===== src/rtl/seg_prot_pkg.sv =====
package seg_prot_pkg;

    typedef enum logic [2:0] {
        SEG_ES = 3'd0,
        SEG_CS = 3'd1,
        SEG_SS = 3'd2,
        SEG_DS = 3'd3,
        SEG_FS = 3'd4,
        SEG_GS = 3'd5
    } seg_e;

    typedef enum logic [2:0] {
        ACC_MEM   = 3'd0,
        ACC_LOAD  = 3'd1,
        ACC_XFER  = 3'd2,
        ACC_IO    = 3'd3,
        ACC_STEST = 3'd4,
        ACC_PRIV  = 3'd5
    } kind_e;

    localparam int PL_W  = 2;
    localparam int VEC_W = 8;

    localparam logic [VEC_W-1:0] VEC_NOT_PRESENT = VEC_W'(11);
    localparam logic [VEC_W-1:0] VEC_STACK       = VEC_W'(12);
    localparam logic [VEC_W-1:0] VEC_GENERAL     = VEC_W'(13);

    // Conditions raised by one access, before priority is applied
    typedef struct packed {
        logic np;        // target descriptor not present
        logic np_stack;  // not-present applies to the stack segment
        logic priv;      // privilege rule broken
        logic lim;       // limit exceeded
        logic lim_stack; // limit fault belongs to the stack segment
        logic rights;    // access rights broken
        logic zf;        // selector test failed
    } cond_t;

    typedef struct packed {
        logic             fault;
        logic [VEC_W-1:0] vec;
        logic             zf;
    } verdict_t;

    function automatic logic [PL_W-1:0] pl_max(input logic [PL_W-1:0] a,
                                               input logic [PL_W-1:0] b);
        return (a > b) ? a : b;
    endfunction

endpackage


===== src/rtl/seg_prot_rules.sv =====
module seg_prot_rules
    import seg_prot_pkg::*;
(
    input  logic [2:0]      seg_sel,
    input  logic [2:0]      acc_kind,
    input  logic [PL_W-1:0] cpl,
    input  logic [PL_W-1:0] rpl,
    input  logic [PL_W-1:0] dpl,
    input  logic            desc_present,
    input  logic            rights_viol,
    input  logic            limit_viol,
    input  logic [PL_W-1:0] iopl,
    input  logic            v86_mode,
    input  logic            io_permit,
    output cond_t           cond
);
    seg_e  seg;
    kind_e kind;
    logic  is_stack;
    logic  eff_above_dpl;
    logic  load_priv_bad;

    assign seg           = seg_e'(seg_sel);
    assign kind          = kind_e'(acc_kind);
    assign is_stack      = (seg == SEG_SS);
    assign eff_above_dpl = pl_max(cpl, rpl) > dpl;

    always_comb begin
        case (seg)
            SEG_SS:  load_priv_bad = !((cpl == rpl) && (rpl == dpl));
            SEG_CS:  load_priv_bad = (dpl != cpl);
            default: load_priv_bad = eff_above_dpl;
        endcase
    end

    always_comb begin
        cond = '0;
        case (kind)
            ACC_MEM: begin
                cond.lim       = limit_viol;
                cond.lim_stack = is_stack;
                cond.rights    = rights_viol;
            end
            ACC_LOAD: begin
                cond.np       = !desc_present;
                cond.np_stack = is_stack;
                cond.priv     = load_priv_bad;
                cond.lim      = limit_viol;
                cond.rights   = rights_viol;
            end
            ACC_XFER: begin
                cond.np     = !desc_present;
                cond.priv   = (dpl != cpl) || (rpl > cpl);
                cond.lim    = limit_viol;
                cond.rights = rights_viol;
            end
            ACC_IO: begin
                cond.priv = v86_mode ? !io_permit : (cpl > iopl);
            end
            ACC_STEST: begin
                cond.zf = !desc_present || eff_above_dpl;
            end
            ACC_PRIV: begin
                cond.priv = (cpl != '0);
            end
            default: cond = '0;
        endcase
    end

endmodule


===== src/rtl/seg_prot_arbiter.sv =====
module seg_prot_arbiter
    import seg_prot_pkg::*;
(
    input  cond_t    cond,
    output verdict_t verdict
);
    always_comb begin
        verdict       = '0;
        verdict.zf    = cond.zf;
        if (cond.np) begin
            verdict.fault = 1'b1;
            verdict.vec   = cond.np_stack ? VEC_STACK : VEC_NOT_PRESENT;
        end else if (cond.priv) begin
            verdict.fault = 1'b1;
            verdict.vec   = VEC_GENERAL;
        end else if (cond.lim) begin
            verdict.fault = 1'b1;
            verdict.vec   = cond.lim_stack ? VEC_STACK : VEC_GENERAL;
        end else if (cond.rights) begin
            verdict.fault = 1'b1;
            verdict.vec   = VEC_GENERAL;
        end
    end

endmodule


===== src/rtl/seg_prot_top.sv =====
module seg_prot_top
    import seg_prot_pkg::*;
(
    input  logic             clk,
    input  logic             rst,
    input  logic             req_valid,
    input  logic [2:0]       seg_sel,
    input  logic [2:0]       acc_kind,
    input  logic [PL_W-1:0]  cpl,
    input  logic [PL_W-1:0]  rpl,
    input  logic [PL_W-1:0]  dpl,
    input  logic             desc_present,
    input  logic             rights_viol,
    input  logic             limit_viol,
    input  logic [PL_W-1:0]  iopl,
    input  logic             v86_mode,
    input  logic             io_permit,
    output logic             fault_valid,
    output logic [VEC_W-1:0] fault_vec,
    output logic             zf_clear
);
    cond_t    cond;
    verdict_t verdict;
    verdict_t result_q;

    seg_prot_rules u_rules (
        .seg_sel      (seg_sel),
        .acc_kind     (acc_kind),
        .cpl          (cpl),
        .rpl          (rpl),
        .dpl          (dpl),
        .desc_present (desc_present),
        .rights_viol  (rights_viol),
        .limit_viol   (limit_viol),
        .iopl         (iopl),
        .v86_mode     (v86_mode),
        .io_permit    (io_permit),
        .cond         (cond)
    );

    seg_prot_arbiter u_arb (
        .cond    (cond),
        .verdict (verdict)
    );

    always_ff @(posedge clk) begin
        if (rst) begin
            result_q <= '0;
        end else if (req_valid) begin
            result_q <= verdict;
        end
    end

    assign fault_valid = result_q.fault;
    assign fault_vec   = result_q.vec;
    assign zf_clear    = result_q.zf;

endmodule


===== config.mk =====
export PLATFORM = sky130hd
export DESIGN_NAME = seg_prot_top
export DESIGN_NICKNAME = d
export VERILOG_FILES = /design/src/rtl/seg_prot_pkg.sv /design/src/rtl/seg_prot_rules.sv /design/src/rtl/seg_prot_arbiter.sv /design/src/rtl/seg_prot_top.sv
export SDC_FILE = /design/constraint.sdc
export NUM_CORES = 1
export LEC_CHECK = 0
export CAP_MARGIN = 5
export CELL_PAD_IN_SITES_DETAIL_PLACEMENT = 2
export CELL_PAD_IN_SITES_GLOBAL_PLACEMENT = 2
export CORE_UTILIZATION = 21
export CTS_CLUSTER_SIZE = 28
export DETAILED_ROUTE_END_ITERATION = 8
export GPL_ROUTABILITY_DRIVEN = 0
export PLACE_DENSITY = 0.83
export SLEW_MARGIN = 20
export SYNTH_ARGS = -nofsm -noshare
export SYNTH_HDL_FRONTEND = slang
export SYNTH_SLANG_ARGS = --single-unit

===== constraint.sdc =====
create_clock -name clk -period 2.2 [get_ports clk]
set_input_delay 0.33 -clock clk [delete_from_list [all_inputs] [get_ports clk]]
set_output_delay 0.33 -clock clk [all_outputs]
set_load 0.03 [all_outputs]

==> flow_metrics.tcl, run 1 <==
set metrics [dict create \
    vias 786 \
    yosys.area_share.xor_xnor_pct 6.641 \
    maxCapViolCount 0 \
    cp.arrival_ns 2.25 \
    cp-start-kind "input pin" \
    violations "DRC" \
    syn_avg_cell_area_sq_um 7.579 \
    grt.total_usage_pct 15.01 \
    layout-drive-gt1-share_pct 26.56 \
    cts-htree-levels 1 \
    setup.worst_path.class "input pin to register" \
    netlist_area_sq_um 659.4 \
    grt.overflow.total 0 \
    hold_depth 2 \
    dpl_worst_slack_ns -0.5280 \
    fin_ws_ns 0.1023 \
    clk_path_buf_depth 2 \
    cts-buffers-inserted 3 \
    setup_viol 0 \
    synthSimpleGateAreaFrac_pct 22.58 \
    required_ns 2.35 \
    wire_per_inst_um 15.90 \
    core-area_sq_um 2853 \
    row_count 19 \
    layout.cells.non_filler 159 \
    finalCritPeriodShare_pct 95.35 \
    drcViolationCount 2 \
    p_per_area_nw_per_um2 389.3 \
    dr.first_iter.drc_count 11 \
    initial_core_util_pct 23.11 \
    period_needed_ns 2.098 \
    dpl.cell_count 150 \
    dieArea_sq_um 3368 \
    synthMuxAreaShare_pct 1.518 \
    ant_nets 0 \
    synth_cells 87 \
    yosysWarnings 0 \
    root_buffer "clkbuf_4" \
    cts_tree "yes" \
    synth_top_family_by_area "compound AO/OA/AOI/OAI gates" \
    nNetsFinal 158 \
    synthAdderAreaFrac_pct 13.28 \
    skew_ns 0 \
    die_y_um 58.04 \
    vias_per_cell 4.943 \
    multi_input_area_sq_um 549.3 \
    leakage_nw 0.4734 \
    detailed_place_hpwl_um 1847 \
    num_io_pins 32 \
    ys_ff_latch 5 \
    outcome "finished, violations left" \
    grt_max_degree 8 \
    critPathMaxFanout 3 \
    n_antenna_cell 0 \
    yosysUniqueCellTypes 36 \
    die_x_um 58.04 \
    drt-total-wl_um 2528 \
    vdd_drop_max_v 0.0001405 \
    io_buffers 27 \
    yosysSeqAreaShare_pct 15.18 \
    clkTransAtPathRegs_ns 0.04 \
    grt_pass1_wl_um 3864 \
    fillers 348 \
    synth-compound-area-share_pct 26.57 \
    clock_latency_ns 0.24 \
    cts_sinks 5 \
    placed_area_sq_um 998.5 \
    fin_area_sq_um 1124 \
    slew_violations 0 \
    antenna_found_initial 0 \
    rr_worst_depth 4 \
    regArea_sq_um 100.1 \
    drtPass1Iterations 6 \
    hold_path.class "register to register" \
    area_growth_pct 70.40 \
    grt_pass1_vias 815 \
    cp-end-kind "register" \
    final_hold_viol_count 0 \
    fmax_ghz 0.4767 \
]
worst max-delay path: stages:
cell and delay (ns):
clkdlybuf4s15_1 0.20, inv_2 0.06, ha_4 0.25, o21bai_4 0.19, nor2_4 0.05, a21oi_2 0.12, ha_1 0.26, nand2_2 0.08
o221ai_2 0.09, a21oi_2 0.18, buf_4 0.15, nor3_4 0.04, a311oi_1 0.24
sequential cells by signal, summed over array words and instances, names as in the netlist:
| signal | flops |
|---|---|
| fault_vec | 4 |
| zf_clear | 1 |
layer usage:
| metal | wire length (um) | up-vias | GRT usage (%) |
|---|---|---|---|
| li1 | - | 381 | - |
| met1 | 1114 | 386 | 18.56 |
| met2 | 1336 | 19 | 28.57 |
| met3 | 77 | 0 | 1.339 |
| met4 | 0 | 0 | 2.041 |
| met5 | 0 | - | 0 |
layout make-up:
class | count | area share, %
Tap cell | 31 | 3.452
Timing Repair Buffer | 40 | 32.07
Clock buffer | 4 | 2.339
Inverter | 13 | 4.343
Multi-Input combinational cell | 66 | 48.89
Sequential cell | 5 | 8.909
cells by family (layout without fill, tap and decap cells):
family / Yosys count / count (layout)
and+or+nand+nor: 27 / 27
other: 1 / 4
xor gates and xnor gates: 5 / 5
AOI/OAI and AO/OA: 22 / 22
DFF: 5 / 5
muxes: 1 / 1
buffers and inverters: 19 / 57
adders and majority gates: 7 / 7
per-stage QoR:
stage	power (mW)	util, %	hold WS (ns)	TNS (ns)
final	0.4374	39.39	0.4718	0
after CTS	0.4266	38.29	0.4724	0
after floorplan	0.2061	-	0.3991	0
after detailed placement	0.2960	35.00	0.4647	-1.749
after global routing	0.4663	39.39	0.5050	-0.003681
after global placement	0.2887	35.00	0.4411	-1.076
timing repair:
action	in CTS	in global routing
resized for setup	17	6
hold buffers	0	0
pin swaps	9	8
endpoints found under the setup margin	4	2
setup buffers	2	3
final timing paths:
check / startpoint / to / slack (ns)
min reg2reg: zf_clear / zf_clear / 0.47
max: cpl[1] / fault_vec[3] / 0.10
max reg2reg: fault_vec[0] / fault_vec[0] / 1.38
min: zf_clear / zf_clear / 0.47
Yosys cell counts (all sizes together):
master    n  share of area [%]
inv      13                7.4
nor2      9                5.1
ha        7                 13
a21oi     5                3.8
buf       5                5.7
dfxtp     5                 15
nand2     4                2.3
o21ai     4                3.0
xnor2     3                4.0
a2111oi   2                4.6
and2      2                1.9
nor2b     2                1.9
o21bai    2                4.0
o221ai    2                2.7
o41ai     2                2.7
or3b      2                3.0
xor2      2                2.7
a21boi    1                1.1
a311oi    1                1.3
a31oi     1               0.95
and4      1                1.3
clkbuf    1               0.57
conb      1               0.57
mux2i     1                1.5
nand2b    1               0.95
nand3     1               0.76
nand4     1               0.95
nand4b    1                1.3
nor3      1               0.76
nor4b     1                1.3
o2111ai   1                1.3
o31ai     1                1.1
or3       1               0.95
power by group:
| part | switching, mW | leakage [nW] | internal, mW |
|---|---|---|---|
| registers | 0.00319 | 0.0411 | 0.0967 |
| logic | 0.116 | 0.417 | 0.115 |
| clock network | 0.0380 | 0.0150 | 0.0686 |
| total | 0.157 | 0.473 | 0.280 |
cell usage in the layout (no fill, tap or decap), types with 2 or more instances in the layout:
cell / count
clkbuf_4: 3
o21ai_0: 4
nand2_1: 3
dfxtp_1: 5
o41ai_1: 2
xor2_1: 2
ha_4: 2
ha_1: 5
inv_1: 10
a21oi_2: 2
a21oi_1: 3
conb_1: 4
xnor2_1: 3
clkdlybuf4s50_1: 23
a2111oi_2: 2
buf_4: 13
nor2_1: 8
inv_2: 3
dlygate4sd2_1: 2
(Power assumes the default switching activity.)
==> inputs of run 2 (changes only) <==
Clock period 2.2 ns to 2.1 ns, I/O delays scaled along.
==> run 2 against run 1 <==
The run still ends with DRC left. Worst hold slack got worse by 0.0087 ns. Final area is 2.8% higher. Non-clock buffer count is 2 higher. Sequential power is 5% higher. Core utilization increased by 1.1 points. Critical path depth decreased by 2. Clock skew unchanged. Setup slack lost 0.090 ns. Clock power grew 13%. Critical path type unchanged. Largest cell class unchanged.
==> flow_metrics.tcl, run 2 (synthesized netlist as in run 1, its figures left out) <==
set metrics [dict create \
    outcome "finished, violations left" \
    violations "DRC" \
    io_buffers 27 \
    die_x_um 58.04 \
    cp-end-kind "register" \
    hold_path.class "register to register" \
    vias_per_cell 4.876 \
    path_buf_inv 5 \
    p_per_area_nw_per_um2 412.8 \
    cts-buffers-inserted 3 \
    setup_viol 0 \
    fin_ws_ns 0.01253 \
    required_ns 2.22 \
    fillers 330 \
    fmax_ghz 0.4790 \
    ant_nets 0 \
    power_uw 476.7 \
    layout-drive-gt1-share_pct 31.54 \
    finalCritPeriodShare_pct 99.40 \
    row_count 19 \
    setup.worst_path.class "input pin to register" \
    skew_ns 0 \
    detailed_place_hpwl_um 1988 \
    n_antenna_cell 0 \
    grt_pass1_vias 896 \
    initial_core_util_pct 23.11 \
    cts_tree "yes" \
    p_switching_uw 179.6 \
    power_frac_seq_pct 22.0 \
    cpMostUsedCell "buf_4" \
    grt.overflow.total 0 \
    clk_path_buf_depth 2 \
    maxCapViolCount 0 \
    pwr-share-clk_pct 25.3 \
    clock_latency_ns 0.26 \
    grt.total_usage_pct 17.06 \
    clkTransAtPathRegs_ns 0.04 \
    final_cell_mix "clkdlybuf4s50_1, buf_4, inv_1" \
    critPathMaxFanout 3 \
    num_io_pins 32 \
    vdd_drop_max_v 0.0001179 \
    nNetsFinal 160 \
    drtPass1Iterations 6 \
    p_int_uw 297.1 \
    slowest_stage "a2111oi_2" \
    cp-start-kind "input pin" \
    core-area_sq_um 2853 \
    layout.cells.non_filler 161 \
    cp.arrival_ns 2.20 \
    slowest_delay_ns 0.46 \
    swShare_pct 37.67 \
    wire_per_inst_um 16.99 \
    leakage_nw 0.4848 \
    period_needed_ns 2.087 \
    vias 785 \
    placed_area_sq_um 1021 \
    die_y_um 58.04 \
    final_hold_viol_count 0 \
    fin_area_sq_um 1155 \
    final_common_cell "clkdlybuf4s50_1" \
    dieArea_sq_um 3368 \
    combPwrFrac_pct 52.7 \
    r2r_slack_ns 1.32 \
    drt-total-wl_um 2735 \
    cts_sinks 5 \
    slew_violations 0 \
    dpl.cell_count 153 \
    path_cells "buf_2 > buf_6 > ha_2 > o21bai_4 > buf_4 > buf_4 > a2111oi_2 > a2111oi_4 > buf_4 > nor3_4 > a311oi_2" \
    drcViolationCount 2 \
    root_buffer "clkbuf_4" \
    largest_reg_flops 4 \
    dpl_worst_slack_ns -0.7107 \
    dr.first_iter.drc_count 12 \
    cts-htree-levels 1 \
    antenna_found_initial 0 \
    area_growth_pct 75.14 \
    grt_pass1_wl_um 4243 \
    grt_max_degree 8 \
    worst_path_dominant_cell_family "compound AO/OA/AOI/OAI gates" \
]
-- run 2: metrics by stage --
step | hold WS [ns] | TNS (ns) | utilization (%)
final | 0.4631 | 0 | 40.48
after global routing | 0.4815 | -0.1181 | 40.48
after CTS | 0.4619 | 0 | 38.86
after detailed placement | 0.4624 | -2.312 | 35.79
after global placement | 0.4420 | -1.407 | 35.79
after floorplan | 0.3841 | 0 | -
-- run 2: path summary, 6_finish.rpt --
kind	startpoint	endpoint	cells past startpoint
max reg2reg	fault_vec[0]	fault_vec[0]	4
min	zf_clear	zf_clear	2
max	rpl[1]	fault_vec[3]	11
min reg2reg	zf_clear	zf_clear	2
-- run 2: layout make-up --
type / instances / area (sq um) / share of cell area, %
flip-flops and latches: 5 / 100.1 / 8.667
repair buffers: 42 / 372.9 / 32.29
multi-input cells: 66 / 565.5 / 48.97
clock buffers: 4 / 26.28 / 2.275
well taps: 31 / 38.79 / 3.359
inverters: 13 / 51.30 / 4.442
-- run 2: timing repair --
action | in CTS | in global routing
buffers inserted | 2 | 2
gates cloned | 0 | 0
setup endpoints to repair | 4 | 3
pin swaps | 10 | 9
hold buffers | 0 | 0
resized for setup | 25 | 12
-- run 2: metal layers --
metal | track usage (%) | up-vias | wire [um]
met5 | 0 | - | 0
met4 | 6.463 | 0 | 54
met3 | 2.009 | 4 | 92
met2 | 32.02 | 22 | 1473
met1 | 19.54 | 373 | 1115
li1 | - | 386 | -
-- run 2: worst reg2reg max path: stages (launching register included) --
cell     delay [ns]
dfxtp_1        0.32
nor2_1         0.05
nor2_1         0.10
o41ai_1        0.08
a31oi_1        0.15
-- run 2: power by group through the flow --
| stage | Combinational [mW] | Sequential [mW] | Clock [mW] |
|---|---|---|---|
| after floorplan | 0.0981 | 0.118 | 0 |
| after global placement | 0.202 | 0.106 | 0 |
| after detailed placement | 0.212 | 0.107 | 0 |
| after CTS | 0.231 | 0.105 | 0.125 |
| after global routing | 0.270 | 0.105 | 0.131 |
| final | 0.251 | 0.105 | 0.121 |
==> inputs of run 3 (changes only) <==
Clock period 2.1 ns to 2.2 ns, I/O delays scaled along.
==> results of run 3 <==
Same layout as run 1: the final DEF is identical, and so are final timing and power.
